## src/rtl/vbus_droop_pkg.sv

```systemverilog
`timescale 1ns/1ps
package vbus_droop_pkg;

  // Supply-tracking states of the masking controller
  typedef enum logic [1:0] {
    ST_INVALID = 2'd0,  // supply reported invalid, waiting for full recovery
    ST_GOOD    = 2'd1,  // supply reported valid and raw flag high
    ST_MASKING = 2'd2   // droop hidden, window counting
  } droop_state_e;

  // Window length in cycles, rounded up
  function automatic int unsigned window_cycles(input longint unsigned clk_hz,
                                                input longint unsigned win_ns);
    longint unsigned prod;
    prod = clk_hz * win_ns;
    return 32'((prod + 64'd999_999_999) / 64'd1_000_000_000);
  endfunction

endpackage

```

## src/rtl/droop_window_timer.sv

```systemverilog
`timescale 1ns/1ps
module droop_window_timer #(
  parameter int unsigned WIN_CYC = 16250
) (
  input  logic clk,
  input  logic rst_n,
  input  logic run,
  output logic last
);
  localparam int unsigned CW = (WIN_CYC < 2) ? 1 : $clog2(WIN_CYC);

  logic [CW-1:0] cnt_q, cnt_d;
  logic          cnt_en;

  assign last = (cnt_q == CW'(WIN_CYC - 1));

  always_comb begin
    cnt_d  = cnt_q;
    cnt_en = 1'b0;
    if (!run) begin
      cnt_d  = '0;
      cnt_en = (cnt_q != '0);
    end else if (!last) begin
      cnt_d  = cnt_q + 1'b1;
      cnt_en = 1'b1;
    end
  end

  always_ff @(posedge clk or negedge rst_n) begin
    if (!rst_n)      cnt_q <= '0;
    else if (cnt_en) cnt_q <= cnt_d;
  end
endmodule

```

## src/rtl/droop_mask_fsm.sv

```systemverilog
`timescale 1ns/1ps
module droop_mask_fsm
  import vbus_droop_pkg::*;
(
  input  logic         clk,
  input  logic         rst_n,
  input  logic         gate,
  input  logic         hi_ok,
  input  logic         lo_ok,
  input  logic         win_last,
  output droop_state_e state_q,
  output logic         fault_set
);
  droop_state_e state_d;
  logic         state_en;

  always_comb begin
    state_d   = state_q;
    fault_set = 1'b0;
    case (state_q)
      ST_INVALID: begin
        if (hi_ok && lo_ok) state_d = ST_GOOD;
      end
      ST_GOOD: begin
        if (!lo_ok) begin
          state_d   = ST_INVALID;
          fault_set = 1'b1;
        end else if (!hi_ok) begin
          if (gate) begin
            state_d = ST_MASKING;
          end else begin
            state_d   = ST_INVALID;
            fault_set = 1'b1;
          end
        end
      end
      ST_MASKING: begin
        if (!lo_ok) begin
          state_d   = ST_INVALID;
          fault_set = 1'b1;
        end else if (hi_ok) begin
          state_d = ST_GOOD;
        end else if (!gate || win_last) begin
          state_d   = ST_INVALID;
          fault_set = 1'b1;
        end
      end
      default: state_d = ST_INVALID;
    endcase
  end

  assign state_en = (state_d != state_q);

  always_ff @(posedge clk or negedge rst_n) begin
    if (!rst_n)        state_q <= ST_INVALID;
    else if (state_en) state_q <= state_d;
  end
endmodule

```

## src/rtl/droop_err_pulse.sv

```systemverilog
`timescale 1ns/1ps
module droop_err_pulse (
  input  logic clk,
  input  logic rst_n,
  input  logic fire,
  output logic pulse
);
  logic pulse_en;

  assign pulse_en = fire | pulse;

  always_ff @(posedge clk or negedge rst_n) begin
    if (!rst_n)        pulse <= 1'b0;
    else if (pulse_en) pulse <= fire;
  end
endmodule

```

## src/rtl/vbus_droop_filter.sv

```systemverilog
`timescale 1ns/1ps
module vbus_droop_filter
  import vbus_droop_pkg::*;
#(
  parameter int unsigned CLK_HZ    = 250_000_000,
  parameter int unsigned WINDOW_NS = 65_000
) (
  input  logic clk,
  input  logic rst_n,
  input  logic droop_mask_en,
  input  logic host_mode,
  input  logic vbus_hi_raw,
  input  logic vbus_lo_raw,
  output logic vbus_ok,
  output logic vbus_err,
  output logic mask_busy
);
  localparam int unsigned WIN_CYC = window_cycles(64'(CLK_HZ), 64'(WINDOW_NS));

  droop_state_e state;
  logic         gate;
  logic         win_last;
  logic         fault_set;

  assign gate = droop_mask_en & host_mode;

  droop_mask_fsm u_fsm (
    .clk      (clk),
    .rst_n    (rst_n),
    .gate     (gate),
    .hi_ok    (vbus_hi_raw),
    .lo_ok    (vbus_lo_raw),
    .win_last (win_last),
    .state_q  (state),
    .fault_set(fault_set)
  );

  droop_window_timer #(.WIN_CYC(WIN_CYC)) u_timer (
    .clk  (clk),
    .rst_n(rst_n),
    .run  (state == ST_MASKING),
    .last (win_last)
  );

  droop_err_pulse u_err (
    .clk  (clk),
    .rst_n(rst_n),
    .fire (fault_set),
    .pulse(vbus_err)
  );

  assign vbus_ok   = (state != ST_INVALID);
  assign mask_busy = (state == ST_MASKING);
endmodule

```

## config.mk

```make
export PLATFORM = sky130hd
export DESIGN_NAME = vbus_droop_filter
export DESIGN_NICKNAME = d
export VERILOG_FILES = /design/src/rtl/vbus_droop_pkg.sv /design/src/rtl/droop_window_timer.sv /design/src/rtl/droop_mask_fsm.sv /design/src/rtl/droop_err_pulse.sv /design/src/rtl/vbus_droop_filter.sv
export SDC_FILE = /design/constraint.sdc
export NUM_CORES = 1
export LEC_CHECK = 0
export BUFFER_PORTS_ARGS = -buffer_cell sky130_fd_sc_hd__buf_2
export CELL_PAD_IN_SITES_DETAIL_PLACEMENT = 1
export CELL_PAD_IN_SITES_GLOBAL_PLACEMENT = 1
export CORE_MARGIN = 2
export CORE_UTILIZATION = 45
export CTS_BUF_LIST = sky130_fd_sc_hd__clkbuf_4 sky130_fd_sc_hd__clkbuf_8
export DETAILED_ROUTE_END_ITERATION = 12
export GPL_ROUTABILITY_DRIVEN = 0
export PLACE_DENSITY = 0.85
export SLEW_MARGIN = 20
export SYNTH_ARGS = -nofsm -noshare
export SYNTH_HDL_FRONTEND = slang
export SYNTH_SLANG_ARGS = --single-unit
export TNS_END_PERCENT = 5
```

## constraint.sdc

```tcl
create_clock -name clk -period 4.8 [get_ports clk]
set_input_delay 0 -clock clk [delete_from_list [all_inputs] [get_ports clk]]
set_output_delay 0 -clock clk [all_outputs]
set_load 0.05 [all_outputs]
```

# Yosys cells after proc, flatten, opt, wreduce, memory -nomap -nowiden
# Cells that the tools add are included.
[totals]
input_bits = 6
register_bits = 17
output_inout_bits = 3
wordCells = 37
[classes]
n_eq_ne = 5
bitwise_logic = 2
mux = 19
add_sub_neg = 1
n_reduce_logical = 7
[op_table]
columns = ["op", "n"]
rows = [
  ["14-bit 2-to-1 mux", 2],
  ["14-bit by 1-bit adder with 14-bit output (second input constant)", 1],
  ["14-bit == test (second input constant)", 1],
  ["2-bit 2-to-1 mux", 7],
  ["14-bit nonzero test", 1],
  ["1-bit 2-to-1 mux", 8],
  ["2-bit one-hot mux with 3 select lines", 1],
  ["2-bit by 1-bit == test with 1-bit output (second input constant)", 1],
  ["2-bit == test (second input constant)", 1],
  ["2-bit zero test", 1],
  ["2-bit inequality test", 1],
  ["2-bit inequality test (second input constant)", 1],
  ["1-bit one-hot mux with 2 select lines", 1],
  ["2-bit AND reduction", 1],
  ["2-bit nonzero test", 1],
  ["1-bit AND", 1],
  ["1-bit logical AND", 1],
  ["1-bit zero test", 1],
  ["1-bit logical OR", 1],
  ["1-bit bitwise OR", 1],
]

# Depth between registers and ports, before layout
# Gate-level depths: netlist (run 1).
[logic_depth]
depth_word = 8
depth_mapped = 6
ltp_nobuf = 6

# By module
# From an unflattened synthesis (run 1), not the netlist that was laid out.
[unflattened]
cells_unflattened = 116
area_unflattened_um2 = 1091.0
[modules_own_cells]
columns = ["module", "instances", "cells_each", "area_each_um2", "seq_area_each_um2"]
rows = [
  ["droop_window_timer", 1, 88, 833.3, 350.3],
  ["droop_mask_fsm", 1, 23, 210.2, 50.0],
  ["droop_err_pulse", 1, 2, 28.8, 25.0],
  ["vbus_droop_filter", 1, 3, 18.8, 0.0],
]

# Least setup slack after synthesis (run 1)
# OpenSTA, ideal clock, no wires.
[synth_timing]
path_type = "register to register"
start = "reg u_fsm.state_q[0]"
end = "reg u_fsm.state_q[0]"
setup_ns = 0.082
setup_slack_ns = 2.962
t_arrival_ns = 1.756
t_required_ns = 4.718
period_less_slack_ns = 1.838
path_stages_with_launch = 7
path_buffers = 1
path_cell_list = "dfrtp_1 inv_1 ha_1 clkbuf_1 nand2_1 or3_1 a31oi_1"
[synth_via]
word_cells_on_any_way = 11
cone_classes = "3 x eq/ne; 7 x mux; 1 x reduce/logical"
[synth_rtl]
columns = ["element", "line", "rtl"]
rows = [
  ["from (decl)", "droop_mask_fsm.sv:11", "output droop_state_e state_q,"],
  ["from (signal assigned)", "droop_mask_fsm.sv:56", "else if (state_en) state_q <= state_d;"],
  ["2-bit == test *", "-", ""],
  ["via mask_busy", "vbus_droop_filter.sv:16", "output logic mask_busy"],
  ["2-bit one-hot mux with 3 select lines *", "droop_mask_fsm.sv:20", "case (state_q)"],
  ["2-bit inequality test", "droop_mask_fsm.sv:52", "assign state_en = (state_d != state_q);"],
]
# The timed path passes the listed nets; every way through them passes the cells marked *.
# A chain may end at the register's enable or synchronous reset.

# Worst setup path after layout (run 1)
[layout_timing]
start = "reg u_fsm.state_q[0]"
end = "out mask_busy"
[layout_via]
elab_chain_len = 1
[layout_lines]
columns = ["element", "line", "rtl"]
rows = [
  ["2-bit == test", "vbus_droop_filter.sv:53", "assign mask_busy = (state == ST_MASKING);"],
  ["to (decl)", "vbus_droop_filter.sv:16", ""],
]
# No other way between the ends.

==> qor.csv, run 1 <==
metric,value,unit
maximum cell stage delay along the critical path,0.55,ns
minimum setup slack among reg-to-reg paths,3.03,ns
gate family responsible for the most delay along the worst path,adder cells,
pin count of the biggest net entering global routing,19,
xor and xnor fraction of the mapped netlist area,8.13,%
leakage power of the design,0.541,nW
Layout Area Growth over Synthesis,9.64,%
most common flop cell mapped by yosys,sky130_fd_sc_hd__dfrtp_1,
compound-cell area share of the yosys netlist,12.1,%
category of the worst setup path capture point,output pin,
total number of vias,893,
Initial Util,48.2,%
arrival time of data at the critical path endpoint,1.77,ns
TritonCTS clock tree,done,
clock latency on the worst-skew pair,0.29,ns
total routed wirelength,2450,um
number of nets in the final layout,134,
number of vias per cell after detailed routing,6.03,
"top cells by area, synth","sky130_fd_sc_hd__dfrtp_1, sky130_fd_sc_hd__ha_1, sky130_fd_sc_hd__xnor2_1",
worst hold path type,primary input to flip-flop,
post-synthesis sequential element count,17,
maximum vdd ir drop,165,uV
DIE AREA,0.00280,sq mm
Die Wd,52.9,um
"crit path setup slack, layout",3.03,ns
drt drc,0,
slowest stage cell on the critical path,sky130_fd_sc_hd__ha_1,
Diodes inserted,0,
Setup TNS,0,ns
total count of max-transition violations in the final report,0,
required time at the endpoint of the critical path,4.80,ns
synthesized instance count,110,
maximum clock insertion buffer count,2,
launch point of the worst reg-to-reg path,u_fsm.state_q[0],
Routed met3 length,97,um
asr flop ratio synth,100,%
final setup fails,0,
DP HPWL,1820,um
fraction of final layout cells with drive strength greater than 1,15.8,%
power density over the cells,317,mW/mm^2
all-layer global routing usage,20.8,%
via count of the first global-routing pass,901,
hold violation count in the final report,0,
Yosys top cell area share,39.5,%
Worst-path clk slew,0.10,ns
most instantiated library cell after synthesis,sky130_fd_sc_hd__dfrtp_1,
max_cap viols,0,
initial antenna violation count,0,
Tightest Pin Transition,0.618,ns
number of clock buffers inserted by TritonCTS,3,
height of the die,52.9,um
number of flops mapped to enable cells by yosys,0,
number of stages on the worst hold path,3,
fin crit period,1.77,ns
"Seq/Total Area, Yosys",39.5,%
port buffer count,8,
remaining global-route overflow,0,
kind of launch point of the worst setup path,flip-flop,
"Net Count, Synth",123,
kind of critical path,flip-flop to output pin,
mean post-synth cell area,9.79,sq um
yosys warns,0,
normalized max-slew margin,58.4,%
Post-Route M1 WL,1130,um
f_max,0.565,GHz
share of the cycle needed by the critical path after routing,36.9,%
total buffers and inverters traversed by the critical path,2,
count of fill cells added during filler insertion,267,
"area leader, netlist",sky130_fd_sc_hd__dfrtp_1,
TritonCTS sink count,17,
simple logic cell fraction of the synthesized area,29.0,%
start point of the worst min-delay path,vbus_lo_raw,
status,"finished, final reports clean",
count of routing violations after the opening detailed-route iteration,11,
CTS root buf,sky130_fd_sc_hd__clkbuf_4,
"Cell Area, Synth",0.00108,sq mm
unrepaired setup endpoints after global routing,no,
Crit Reg-Reg Endpoint,u_fsm.state_q[0],
number of cell rows,17,
"Max FO, Critical Path",18,
count of pins on the block boundary,9,
routed length per placed instance,16.5,um
Post-Place Setup Slack,3.05,ns
uppermost metal layer occupied by signal nets,met4,
fraction of synthesized area in multiplexers,0,%
core region area,0.00223,sq mm
adder and majority cell fraction of the synthesized area,8.13,%
detailed-routed wire length on met2,1200,um
H-tree levels,1,
global-route wire length before repair,4240,um
antenna-violating nets left,0,
cell breakdown of the critical path,inv_1 -> ha_1 -> buf_2,
Detailed Routing Iterations Pass 1,4,
Layout Skew,0.00379,ns
largest family of logic cells by synthesized area,simple AND/OR/NAND/NOR gates,
count of different cell masters after synthesis,36,
path depth of the worst reg2reg path,5,
Post-CTS Setup Bufs,0,
sink of the worst hold path,u_fsm.state_q[0],
-- metal layers --
metal	GRT usage, %	vias up
met2	32.3	17
li1	-	415
met5	0	-
met1	29.3	457
met4	7.26	0
met3	3.11	4
-- layout make-up --
cell class	count	area, sq um	share of cell area, %
flip-flops and latches	17	425	36.0
inverters	6	22.5	1.91
clock buffers	4	30.0	2.54
well taps	28	35.0	2.97
multi-input cells	84	618	52.3
repair buffers	9	50.0	4.24
-- repair_timing --
action | in CTS | in global routing
setup endpoints to repair | 0 | 0
endpoints found under the hold margin | 17 | 0
hold buffers | 1 | 0
gates resized for setup | 0 | 0
-- cell usage in the layout (no fill, tap or decap), types with 2 or more instances in the layout --
cell type and count:
sky130_fd_sc_hd__dfrtp_1 17, sky130_fd_sc_hd__buf_2 8, sky130_fd_sc_hd__nor2_1 7, sky130_fd_sc_hd__xnor2_1 7, sky130_fd_sc_hd__nand2_1 7, sky130_fd_sc_hd__nand3_1 7, sky130_fd_sc_hd__ha_1 7, sky130_fd_sc_hd__inv_1 6
sky130_fd_sc_hd__and2_1 5, sky130_fd_sc_hd__nor4_1 4, sky130_fd_sc_hd__clkbuf_4 4, sky130_fd_sc_hd__nand4_1 3, sky130_fd_sc_hd__o21ai_0 3, sky130_fd_sc_hd__xor2_1 3, sky130_fd_sc_hd__nor3_1 3, sky130_fd_sc_hd__nor3b_1 2
sky130_fd_sc_hd__nand4_4 2, sky130_fd_sc_hd__a21oi_1 2, sky130_fd_sc_hd__and3_1 2, sky130_fd_sc_hd__a31o_1 2, sky130_fd_sc_hd__or3_1 2
-- state kept, by name (all words and copies together) (netlist names) --
name,cells
u_fsm.state_q,2
u_err.pulse,1
u_timer.cnt_q,14
-- cells by family after synthesis --
kind of cell / Yosys count
xor+xnor: 10
buf+inv: 9
flops: 17
fa+ha+maj: 7
compound gates: 17
simple gates: 50
-- how the worst max path moves through the flow --
stage | start | endpoint | depth (start not counted)
2_1_floorplan | u_fsm.state_q[0] | u_fsm.state_q[0] | 6
5_1_grt | u_fsm.state_q[0] | u_fsm.state_q[0] | 5
3_3_place_gp | u_timer.cnt_q[3] | u_timer.cnt_q[0] | 4
4_1_cts | u_fsm.state_q[0] | u_fsm.state_q[0] | 5
6_report | u_fsm.state_q[0] | mask_busy | 3
3_5_place_dp | u_fsm.state_q[0] | u_fsm.state_q[0] | 5
-- power breakdown --
part / internal, W / switching [W] / leakage, nW
combinational: 0.0000414 / 0.0000798 / 0.287
sequential: 0.000154 / 0.0000130 / 0.235
clock: 0.0000380 / 0.0000475 / 0.0184
total: 0.000234 / 0.000140 / 0.541
-- metrics by stage --
step           util (%)  hold slack [ns]  cells  instance area (sq um)  total power [W]
4_1_cts            52.9           0.0377    148                   1180         0.000377
6_report           52.9           0.0421    148                   1180         0.000374
3_3_place_gp       51.1          -0.0603    143                   1140         0.000286
5_1_grt            52.9           0.0586    148                   1180         0.000401
3_5_place_dp       51.1          -0.0485    143                   1140         0.000291
2_1_floorplan         -           -0.296    110                   1080         0.000258
-- tightest hold or removal path, cell delays in order --
cell,delay (ns)
sky130_fd_sc_hd__buf_2,0.13
sky130_fd_sc_hd__o211ai_1,0.09
sky130_fd_sc_hd__a31oi_1,0.08
(Power assumes the default switching activity.)
==> run 2, diff against run 1 <==
==> constraint.sdc (replaced) <==
create_clock -name clk -period 1.7 [get_ports clk]
set_input_delay 0 -clock clk [delete_from_list [all_inputs] [get_ports clk]]
set_output_delay 0 -clock clk [all_outputs]
set_load 0.05 [all_outputs]
==> run 2 against run 1 <==
Net effect: final cell count rose by 8.1%; sequential share of layout area shrank 3.0 points; total power grew to 3.0 times the previous value; core utilization rose by 5.0 points; routed wire length up 18%; flip-flop and latch count did not move; hold slack improved by 0.018 ns; highest routed layer unchanged; register-to-register slack worse by 3.0 ns; largest power group unchanged; clock skew increased by 0.00076 ns; combinational power increased to 3.5 times the previous value; critical endpoint is now u_err.pulse; global-route usage is 1.6 points higher.
==> qor.csv, run 2 (synthesis gave the netlist of run 1 again) <==
metric,value,unit,change
status,"finished, final reports clean",,
routed length per placed instance,18.1,um,+9.2%
total buffers and inverters traversed by the critical path,3,,+1
antenna-violating nets left,0,,unchanged
arrival time of data at the critical path endpoint,1.90,ns,+0.13 ns
Worst-path clk slew,0.09,ns,about the same
pin count of the biggest net entering global routing,18,,-1
fraction of final layout cells with drive strength greater than 1,27.3,%,+11 points
minimum setup slack among reg-to-reg paths,0.004,ns,-3.03 ns
Crit Reg-Reg Endpoint,u_err.pulse,,
power density over the cells,869,mW/mm^2,+170%
CTS root buf,sky130_fd_sc_hd__clkbuf_4,,
height of the die,52.9,um,unchanged
Overall Power,0.00112,W,+200%
maximum clock insertion buffer count,2,,unchanged
hold violation count in the final report,0,,unchanged
total routed wirelength,2890,um,+18%
sink of the worst hold path,u_fsm.state_q[0],,
H-tree levels,1,,unchanged
max_cap viols,0,,unchanged
final cell count without fillers,160,,+8.1%
leakage power of the design,0.602,nW,+11%
category of the worst setup path capture point,flip-flop,,
"most common cell after layout, fill and taps aside",sky130_fd_sc_hd__dfrtp_1,,
detailed-routed wire length on met2,1450,um,+21%
clock latency on the worst-skew pair,0.29,ns,about the same
number of stages on the worst hold path,3,,unchanged
count of pins on the block boundary,9,,unchanged
remaining global-route overflow,0,,unchanged
Detailed Routing Iterations Pass 1,4,,unchanged
highest-count cells in the layout ignoring fill and taps,"sky130_fd_sc_hd__dfrtp_1, sky130_fd_sc_hd__buf_4, sky130_fd_sc_hd__buf_2",,
kind of critical path,flip-flop to flip-flop,,
Layout Area Growth over Synthesis,20.0,%,
Routed met3 length,90,um,-7.2%
DP HPWL,1940,um,+6.2%
via count of the first global-routing pass,932,,+3.4%
most used cell along the critical path,sky130_fd_sc_hd__buf_4,,
all-layer global routing usage,22.4,%,+1.6 points
Layout Skew,0.00456,ns,+0.000765 ns
Top reg by flops,u_timer.cnt_q,,
core region area,0.00223,sq mm,unchanged
Setup TNS,0,ns,unchanged
"Max FO, Critical Path",3,,-15
drt drc,0,,unchanged
start point of the worst min-delay path,vbus_lo_raw,,
uppermost metal layer occupied by signal nets,met4,,
initial antenna violation count,0,,unchanged
maximum vdd ir drop,476,uV,+190%
TritonCTS clock tree,done,,
Die Wd,52.9,um,unchanged
DIE AREA,0.00280,sq mm,unchanged
port buffer count,8,,unchanged
maximum cell stage delay along the critical path,0.40,ns,-0.15 ns
worst hold path type,primary input to flip-flop,,
number of cell rows,17,,unchanged
cell breakdown of the critical path,inv_2 -> ha_4 -> nand4bb_1 -> buf_4 -> nor4_1 -> buf_4 -> o21ai_0 -> a21oi_1,,
biggest regs,"u_timer.cnt_q: 14 flops, u_fsm.state_q: 2 flops, u_err.pulse: 1 flops",,
number of clock buffers inserted by TritonCTS,3,,unchanged
fin crit period,1.70,ns,
total number of vias,932,,+4.4%
global-route wire length before repair,4510,um,+6.3%
number of nets in the final layout,146,,+9.0%
required time at the endpoint of the critical path,1.91,ns,-2.89 ns
Diodes inserted,0,,unchanged
Initial Util,48.2,%,unchanged
Largest register FFs,14,,unchanged
path depth of the worst reg2reg path,8,,+3
slowest stage cell on the critical path,sky130_fd_sc_hd__dfrtp_1,,
total count of max-transition violations in the final report,0,,unchanged
count of fill cells added during filler insertion,256,,-4.1%
number of cells after detailed placement,151,,+5.6%
TritonCTS sink count,17,,unchanged
worst hold slack across all endpoints,0.0602,ns,+0.0181 ns
number of vias per cell after detailed routing,5.83,,-3.5%
unrepaired setup endpoints after global routing,yes,,
launch point of the worst reg-to-reg path,u_timer.cnt_q[1],,
normalized max-slew margin,67.2,%,+8.8 points
f_max,0.590,GHz,
count of routing violations after the opening detailed-route iteration,12,,+1
kind of launch point of the worst setup path,flip-flop,,
Tightest Pin Transition,0.488,ns,-0.130 ns
gate family responsible for the most delay along the worst path,buffers and inverters,,
share of the cycle needed by the critical path after routing,99.7,%,
Post-Route M1 WL,1280,um,+13%
final setup fails,0,,unchanged
==> run 2: cell types whose count changed in the layout (fill, tap and decap cells not counted), sizes merged <==
cell and change:
buf +12
==> run 2: layer usage <==
metal | up-vias | global-route usage [%]
met4 | 0 | 5.98
met1 | 466 | 27.9
met5 | - | 0
met2 | 20 | 38.1
met3 | 8 | 5.93
li1 | 438 | -
==> run 2: how the worst max path moves through the flow <==
stage,start,to,slack (ns),depth (start not counted)
2_1_floorplan,u_fsm.state_q[0],u_fsm.state_q[0],0.06,6
3_3_place_gp,u_timer.cnt_q[4],u_timer.cnt_q[0],0.15,4
3_5_place_dp,u_timer.cnt_q[0],u_timer.cnt_q[0],0.07,6
4_1_cts,u_timer.cnt_q[0],u_timer.cnt_q[0],0.05,6
5_1_grt,u_timer.cnt_q[1],u_err.pulse,-0.15,8
6_report,u_timer.cnt_q[1],u_err.pulse,0.004,8
==> run 2: tightest hold or removal path, stage by stage <==
cell                       delay, ns
sky130_fd_sc_hd__buf_2          0.13
sky130_fd_sc_hd__o211ai_1       0.09
sky130_fd_sc_hd__a31oi_1        0.09
==> run 2: repair_timing <==
action,4_1_cts,5_1_grt
hold buffers,1,0
endpoints found under the hold margin,17,0
gates resized for setup,0,5
setup buffers,0,4
setup endpoints to repair,0,6
==> run 2: metrics by stage <==
step	instance area (sq um)	setup slack, ns	util (%)
global placement	1200	0.151	53.9
detailed placement	1200	0.0694	53.9
global route	1290	-0.145	57.9
CTS	1240	0.0526	55.7
floorplan	1080	0.0633	-
finish	1290	0.00447	57.9
==> run 2: cell type report <==
class,count,area [sq um],area share [%]
flip-flops and latches,17,427,33.0
inverters,6,22.5,1.74
clock buffers,4,30.0,2.32
well taps,28,35.0,2.71
repair buffers,21,140,10.8
multi-input cells,84,638,49.4
==> run 2: power breakdown <==
group          internal (W)  switching [W]
sequential         0.000437      0.0000398
combinational      0.000166       0.000252
clock              0.000107       0.000122
total              0.000710       0.000413
